## src/rtl/pclk_srch_pkg.sv

```systemverilog
// Package: constants and state type shared by the PLL parameter search.
// Assumes N and M both fit in 7 bits and divisors in 13 bits.
package pclk_srch_pkg;
    localparam int unsigned NM_W     = 7;
    localparam int unsigned DEN_W    = 13;
    localparam int unsigned BASE_KHZ = 3000;
    localparam int unsigned N_LO     = 9;
    localparam int unsigned N_HI     = 127;

    typedef enum logic [2:0] {
        ST_IDLE, ST_NDIV, ST_NWAIT, ST_VDIV, ST_VWAIT, ST_STEP, ST_FIN
    } srch_state_t;
endpackage

```

## src/rtl/pclk_srch_div.sv

```systemverilog
// Restoring divider with a fixed latency: one bit per cycle, NUM_W cycles.
// Assumes den is non-zero. quot/rem are valid while done is high.
module pclk_srch_div #(
    parameter int unsigned NUM_W = 27,
    parameter int unsigned DEN_W = 13
) (
    input  logic             clk,
    input  logic             rst_n,
    input  logic             start,
    input  logic [NUM_W-1:0] num,
    input  logic [DEN_W-1:0] den,
    output logic             done,
    output logic [NUM_W-1:0] quot
);
    localparam int unsigned CW = $clog2(NUM_W);
    localparam logic [CW-1:0] LAST = CW'(NUM_W - 1);

    logic [NUM_W-1:0] q_r, num_r;
    logic [DEN_W-1:0] r_r, d_r;
    logic [CW-1:0]    cnt;
    logic             run;
    logic [DEN_W:0]   shifted;
    logic             fits;

    // Partial remainder after shifting in the next dividend bit.
    always_comb begin
        shifted = {r_r, q_r[NUM_W-1]};
        fits    = (shifted >= {1'b0, d_r});
    end

    // Iteration register: load on start, one restoring step per cycle.
    always_ff @(posedge clk) begin
        if (!rst_n) begin
            q_r <= '0; r_r <= '0; d_r <= '0; num_r <= '0;
            cnt <= '0; run <= 1'b0; done <= 1'b0;
        end else begin
            done <= 1'b0;
            if (start) begin
                q_r <= num; r_r <= '0; d_r <= den; num_r <= num;
                cnt <= '0; run <= 1'b1;
            end else if (run) begin
                r_r <= fits ? DEN_W'(shifted - {1'b0, d_r}) : shifted[DEN_W-1:0];
                q_r <= {q_r[NUM_W-2:0], fits};
                cnt <= cnt + 1'b1;
                if (cnt == LAST) begin
                    run  <= 1'b0;
                    done <= 1'b1;
                end
            end
        end
    end

    assign quot = q_r;

    AST_DIV_EXACT: assert property (@(posedge clk) disable iff (!rst_n)
        done |-> ((NUM_W+DEN_W)'(q_r) * (NUM_W+DEN_W)'(d_r) + (NUM_W+DEN_W)'(r_r)
                  == (NUM_W+DEN_W)'(num_r)) && (r_r < d_r));
endmodule

```

## src/rtl/pclk_srch_best.sv

```systemverilog
// Best-candidate register: keeps the lowest error seen since clr.
// Assumes candidates arrive in scan order; strict compare makes earlier win ties.
module pclk_srch_best
    import pclk_srch_pkg::*;
#(
    parameter int unsigned ERR_W = 27
) (
    input  logic             clk,
    input  logic             rst_n,
    input  logic             clr,
    input  logic             cand_vld,
    input  logic [ERR_W-1:0] cand_err,
    input  logic [NM_W-1:0]  cand_n,
    input  logic [NM_W-1:0]  cand_m,
    input  logic             cand_dbl,
    output logic             has_best,
    output logic [NM_W-1:0]  best_n,
    output logic [NM_W-1:0]  best_m,
    output logic             best_dbl
);
    logic [ERR_W-1:0] best_err;

    // Replace the held winner only on a strictly smaller error.
    always_ff @(posedge clk) begin
        if (!rst_n || clr) begin
            best_err <= '1; has_best <= 1'b0;
            best_n <= '0; best_m <= '0; best_dbl <= 1'b0;
        end else if (cand_vld && cand_err < best_err) begin
            best_err <= cand_err; has_best <= 1'b1;
            best_n <= cand_n; best_m <= cand_m; best_dbl <= cand_dbl;
        end
    end

    AST_ERR_NEVER_RISES: assert property (@(posedge clk) disable iff (!rst_n)
        !clr |=> best_err <= $past(best_err));
endmodule

```

## src/rtl/pclk_pll_search.sv

```systemverilog
// Top: scans M over the channel's range, tries the plain and (odd M) doubled
// candidates through one shared divider, and reports the closest setting
// not above the target. Requests are taken only while idle.
module pclk_pll_search
    import pclk_srch_pkg::*;
#(
    parameter int unsigned TGT_W  = 20,
    parameter int unsigned CH0_LO = 6,
    parameter int unsigned CH0_HI = 127,
    parameter int unsigned CH1_LO = 1,
    parameter int unsigned CH1_HI = 15
) (
    input  logic             clk,
    input  logic             rst_n,
    input  logic             start,
    input  logic             chan_sel,
    input  logic [TGT_W-1:0] target_khz,
    output logic             busy,
    output logic             done,
    output logic             no_sol,
    output logic [6:0]       pll_n,
    output logic [6:0]       post_m,
    output logic             dbl_en,
    output logic [18:0]      pll_base_khz
);
    localparam int unsigned NUM_W = TGT_W + NM_W;

    srch_state_t      state;
    logic [TGT_W-1:0] tgt_q;
    logic             chan_q;
    logic [NM_W-1:0]  m_cur, m_hi, n_cand;
    logic             dbl_cur;
    logic             div_start, div_done;
    logic [NUM_W-1:0] div_num, div_quot;
    logic [DEN_W-1:0] div_den, base_sel;
    logic             has_best, best_dbl;
    logic [NM_W-1:0]  best_n, best_m;

    // Reference multiple for the current path: 3000 plain, 6000 doubled.
    assign base_sel  = dbl_cur ? DEN_W'(2*BASE_KHZ) : DEN_W'(BASE_KHZ);
    assign div_start = (state == ST_NDIV) || (state == ST_VDIV);

    // Operand mux: N division first, then the resulting-frequency division.
    always_comb begin
        if (state == ST_VDIV) begin
            div_num = NUM_W'(base_sel) * NUM_W'(n_cand);
            div_den = DEN_W'(m_cur);
        end else begin
            div_num = NUM_W'(m_cur) * NUM_W'(tgt_q);
            div_den = base_sel;
        end
    end

    pclk_srch_div #(.NUM_W(NUM_W), .DEN_W(DEN_W)) u_div (
        .clk(clk), .rst_n(rst_n), .start(div_start),
        .num(div_num), .den(div_den), .done(div_done), .quot(div_quot)
    );

    pclk_srch_best #(.ERR_W(NUM_W)) u_best (
        .clk(clk), .rst_n(rst_n),
        .clr(state == ST_IDLE && start),
        .cand_vld(state == ST_VWAIT && div_done),
        .cand_err(NUM_W'(tgt_q) - div_quot),
        .cand_n(n_cand), .cand_m(m_cur), .cand_dbl(dbl_cur),
        .has_best(has_best), .best_n(best_n), .best_m(best_m), .best_dbl(best_dbl)
    );

    // Sequencer: walks M upward, odd M gets a second (doubled) pass.
    always_ff @(posedge clk) begin
        if (!rst_n) begin
            state <= ST_IDLE; tgt_q <= '0; chan_q <= 1'b0;
            m_cur <= '0; m_hi <= '0; n_cand <= '0; dbl_cur <= 1'b0;
        end else begin
            unique case (state)
                ST_IDLE: if (start) begin
                    tgt_q   <= target_khz;
                    chan_q  <= chan_sel;
                    m_cur   <= chan_sel ? NM_W'(CH1_LO) : NM_W'(CH0_LO);
                    m_hi    <= chan_sel ? NM_W'(CH1_HI) : NM_W'(CH0_HI);
                    dbl_cur <= 1'b0;
                    state   <= ST_NDIV;
                end
                ST_NDIV:  state <= ST_NWAIT;
                ST_NWAIT: if (div_done) begin
                    n_cand <= div_quot[NM_W-1:0];
                    state  <= (div_quot >= NUM_W'(N_LO) && div_quot <= NUM_W'(N_HI))
                              ? ST_VDIV : ST_STEP;
                end
                ST_VDIV:  state <= ST_VWAIT;
                ST_VWAIT: if (div_done) state <= ST_STEP;
                ST_STEP: begin
                    if (!dbl_cur && m_cur[0]) begin
                        dbl_cur <= 1'b1;
                        state   <= ST_NDIV;
                    end else if (m_cur == m_hi) begin
                        state <= ST_FIN;
                    end else begin
                        m_cur   <= m_cur + 1'b1;
                        dbl_cur <= 1'b0;
                        state   <= ST_NDIV;
                    end
                end
                ST_FIN:   state <= ST_IDLE;
                default:  state <= ST_IDLE;
            endcase
        end
    end

    // Result registers: loaded once per scan, held until the next scan ends.
    always_ff @(posedge clk) begin
        if (!rst_n) begin
            done <= 1'b0; no_sol <= 1'b0; pll_n <= '0; post_m <= '0;
            dbl_en <= 1'b0; pll_base_khz <= '0;
        end else begin
            done <= (state == ST_FIN);
            if (state == ST_FIN) begin
                no_sol       <= !has_best;
                pll_n        <= has_best ? best_n : '0;
                post_m       <= has_best ? best_m : '0;
                dbl_en       <= has_best && best_dbl;
                pll_base_khz <= has_best ? 19'(best_n) * 19'(BASE_KHZ) : '0;
            end
        end
    end

    assign busy = (state != ST_IDLE);

    AST_M_IN_CHAN_RANGE: assert property (@(posedge clk) disable iff (!rst_n)
        (done && !no_sol) |-> (chan_q ? (post_m >= NM_W'(CH1_LO) && post_m <= NM_W'(CH1_HI))
                                      : (post_m >= NM_W'(CH0_LO) && post_m <= NM_W'(CH0_HI))));
    AST_N_IN_RANGE: assert property (@(posedge clk) disable iff (!rst_n)
        (done && !no_sol) |-> (pll_n >= 7'(N_LO) && pll_n <= 7'(N_HI)));
    AST_DBL_ODD_M: assert property (@(posedge clk) disable iff (!rst_n)
        (done && dbl_en) |-> post_m[0]);
    AST_NOT_ABOVE_TARGET: assert property (@(posedge clk) disable iff (!rst_n)
        (done && !no_sol) |-> (NUM_W'(pll_n) * NUM_W'(dbl_en ? 2*BASE_KHZ : BASE_KHZ)
                               <= NUM_W'(post_m) * NUM_W'(tgt_q)));
    AST_NOSOL_ZEROED: assert property (@(posedge clk) disable iff (!rst_n)
        (done && no_sol) |-> (pll_n == '0 && post_m == '0 && !dbl_en));
    AST_DONE_ONE_CYCLE: assert property (@(posedge clk) disable iff (!rst_n)
        done |=> !done);
    AST_BUSY_KEEPS_TARGET: assert property (@(posedge clk) disable iff (!rst_n)
        (busy && start) |=> $stable(tgt_q) && $stable(chan_q));
    AST_BASE_MATCHES_N: assert property (@(posedge clk) disable iff (!rst_n)
        done |-> pll_base_khz == 19'(pll_n) * 19'(BASE_KHZ));
endmodule

```

## config.mk

```make
export PLATFORM = sky130hd
export DESIGN_NAME = pclk_pll_search
export DESIGN_NICKNAME = d
export VERILOG_FILES = /design/src/rtl/pclk_srch_pkg.sv /design/src/rtl/pclk_srch_div.sv /design/src/rtl/pclk_srch_best.sv /design/src/rtl/pclk_pll_search.sv
export SDC_FILE = /design/constraint.sdc
export NUM_CORES = 1
export LEC_CHECK = 0
export BUFFER_PORTS_ARGS = -buffer_cell sky130_fd_sc_hd__buf_2
export CAP_MARGIN = 20
export CORE_MARGIN = 2
export CORE_UTILIZATION = 60
export DETAILED_ROUTE_END_ITERATION = 8
export GPL_TIMING_DRIVEN = 0
export PLACE_DENSITY = 0.76
export SLEW_MARGIN = 20
export SYNTH_ARGS = -nofsm -noshare
export SYNTH_HDL_FRONTEND = slang
export SYNTH_SLANG_ARGS = --single-unit
```

## constraint.sdc

```tcl
create_clock -name clk -period 8.3 [get_ports clk]
set_input_delay 0.83 -clock clk [delete_from_list [all_inputs] [get_ports clk]]
set_output_delay 0.83 -clock clk [all_outputs]
set_load 0.02 [all_outputs]
```

==> metrics.txt <==
status finished, final reports clean; core area 27600 um2; min Tclk post-route 6080 ps; final period utilization 73.2%; GP Congestion 0.959; WS Path Type flip-flop to flip-flop; actual slew at the worst max-slew pin 899 ps; Root Buffer clkbuf_16; Buffers on Ports 57; number of warnings issued by yosys 0; share of layout cells above drive strength 1 6.07%; Initial Util 60.6%; largest net degree at the start of global routing 20; clock-pin slew on the worst setup and hold paths ~90 ps; Clock Latency Late Sink between 400 and 500 ps; Post-synth EDFFs 0; Post-Syn Area per Cell between 8 and 9 um2; CP required 8640 ps; CP startpoint kind flip-flop; post-CTS setup buffer count 0; Clock Path Buffers 2; Clock Sinks 172; PD cells between 200 and 250 nW/um2; sw frac 47.9%; Slew Viols, Final 0; Synth area leaders dfxtp_1, fa_1, ha_1; ys async rst share 0%; Die Ht 171 um; leak pwr 8.83 nW; Layout Utilization between 60% and 70%; detailed-route wire length 44500 um; post-route ant nets 0; FF-to-FF path depth 19; Clock Skew 20.4 ps; clock share of power 18.4%; CTS Buf Count 17; total gr overflow 0; Fin. Hold Viols 0; cts repair resizes 0; Layout area overhead 8.21%; Worst Path Arrival 6420 ps; Comb power frac 57.1%; Min-Delay Path Class flip-flop to flip-flop; depth of the CTS H-tree 4; Remaining DRCs 0; hold-critical path depth 2; crit-path max FO 10; multi-input logic area 11900 um2; # IOs 61; DRT Pass-1 Iters 8; Syn Inst Count 2033; RSZ-0062 raised after global routing no; switching power around 0.0022 W; Seq pwr share 24.5%; Internal 0.00234 W; Fillers 2425; pre-CTS setup slack 2240 ps; Synth area leader dfxtp_1; DP Wirelength 35600 um; Starting DRT DRC Count 1183; Post-Route Setup TNS 0 ps; # rows 61; #FFs+latches synth 172; Syn Std Cell Area between 15000 and 20000 um2; Seq/Total Area, Yosys 20.6%; initial antenna violation count 0; Most used DFF post-synth dfxtp_1; routed vias 14700; first-pass GRT wire length 72000 um; fmax 0.165 GHz; final hold slack 447 ps; # hold bufs at CTS 0; top-area cell type share of the netlist area 20.6%; die width 171 um; routed len/inst 17.8 um; vias per cell 5.87; number of global-route vias before repair 14100; Setup Viol. Count Final 0; ant diodes 0; count of cell types in the netlist 84; Final WS setup 2220 ps; Die ar. 29300 um2; Seq. cell area 3440 um2; maximum VDD drop between 0.2 and 0.3 mV; maxcap violations 0; gr usage total 31.3%; Final #Nets 2456; relative slew slack 39.9%; CTS tree built; CP endpoint kind flip-flop
==> worst paths after layout <==
path                        start              end  slack [ps]
hold reg to reg   pll_base_khz[6]  pll_base_khz[6]         450
setup / recovery          dbl_cur   u_div.quot[19]        2220
setup reg to reg          dbl_cur   u_div.quot[19]        2220
hold / removal    pll_base_khz[6]  pll_base_khz[6]         450
==> flip-flops by register name, indices dropped and copies added, names as in the netlist <==
signal	cells
state	3
u_best.best_err	27
u_best.best_dbl	1
pll_n	7
u_div.run	1
no_sol	1
u_div.quot	27
u_best.best_n	7
n_cand	7
done	1
pll_base_khz	15
dbl_en	1
u_best.best_m	7
m_hi	2
post_m	7
dbl_cur	1
u_div.done	1
tgt_q	20
u_div.r_r	13
u_div.cnt	5
m_cur	7
u_best.has_best	1
u_div.d_r	10
==> cells in the mapped netlist, types with 13 or more instances <==
master / count
o21ai_0: 105
nand2b_1: 19
a21oi_1: 167
nor3_1: 40
and2_1: 100
ha_1: 179
nand2_1: 195
nor2_1: 108
o21a_1: 18
xnor2_1: 45
clkbuf_1: 89
nand3_1: 64
fa_1: 140
xor2_1: 27
inv_1: 259
dfxtp_1: 172
nand4_1: 13
a31oi_1: 13
mux2i_1: 18
o211ai_1: 22
a21o_1: 29
==> layout by cell type, fill, tap and decap left out, types with 7 or more instances in the layout <==
master,count
or3_1,10
a211o_1,9
ha_1,179
a21o_1,29
o31ai_1,8
buf_2,62
o21ai_1,7
a211oi_1,12
o21a_1,18
and2_1,100
o211ai_1,22
clkbuf_16,17
xor2_1,27
and3_1,8
xnor2_1,45
nor2b_1,10
dfxtp_1,172
inv_1,259
nand2b_1,19
nor2_1,108
o22ai_1,7
clkbuf_1,90
nand2_1,195
o21ai_0,105
nand4_1,13
a31oi_1,13
nand3_1,64
fa_1,140
mux2i_1,18
nor3_1,40
a221oi_1,7
a22oi_1,8
a21oi_1,167
==> layer usage <==
layer  track usage (%)  vias up  wire length [um]  share of wire (%)
li1                  -     7037                 -                  -
met1              41.5     7091             19200                 43
met2              52.4      476             20900                 47
met3              5.34       88              3090                7.0
met4              9.43        0              1250                2.8
met5                 0        -                 0                  0
==> per-stage QoR <==
stage                     cells  total power, W  area (um2)
after CTS                  2504         0.00445       18100
after floorplan            2037         0.00297       16800
after detailed placement   2472         0.00362       17500
after global routing       2504         0.00481       18100
after global placement     2472         0.00356       17500
final                      2504         0.00450       18100
==> cell families (layout without fill, tap and decap cells) <==
kind of cell,after synthesis,count (layout),share of synthesized area (%)
fa+ha+maj,319,319,30.1
flops,172,172,20.6
xor+xnor,72,72,3.77
buf+inv,364,453,8.32
mux,24,24,1.48
compound gates,482,482,18.4
other cells,1,5,0.0224
simple gates,599,599,17.4
==> critical path, stage by stage (launching register included) <==
cell       delay (ps)
dfxtp_1           410
clkbuf_1          500
clkbuf_1          540
nor2_1            190
fa_1              580
inv_1              80
fa_1              540
inv_1              60
fa_1              520
inv_1              50
fa_1              530
inv_1              40
ha_1              350
a21boi_0          380
o2111ai_1         220
a31o_2            260
o21ai_0           210
xnor2_1           170
a221oi_1          280
nor2_1             70
==> power by group through the flow <==
stage | Sequential, W | Combinational, W | Clock (W)
floorplan | 0.00104 | 0.00193 | 0
global placement | 0.00111 | 0.00245 | 0
detailed placement | 0.00111 | 0.00250 | 0
CTS | 0.00109 | 0.00252 | 0.000830
global route | 0.00111 | 0.00284 | 0.000863
finish | 0.00110 | 0.00257 | 0.000829
==> final cells by class <==
type                    count  share of cell area [%]
flip-flops and latches    172                    19.0
clock buffers              18                    2.37
well taps                 378                    2.61
repair buffers             57                    1.57
plain buffers             104                    2.31
inverters                 260                    5.39
multi-input cells        1501                    65.8
clock inverters            14                   0.953
(Power assumes the default switching activity.)
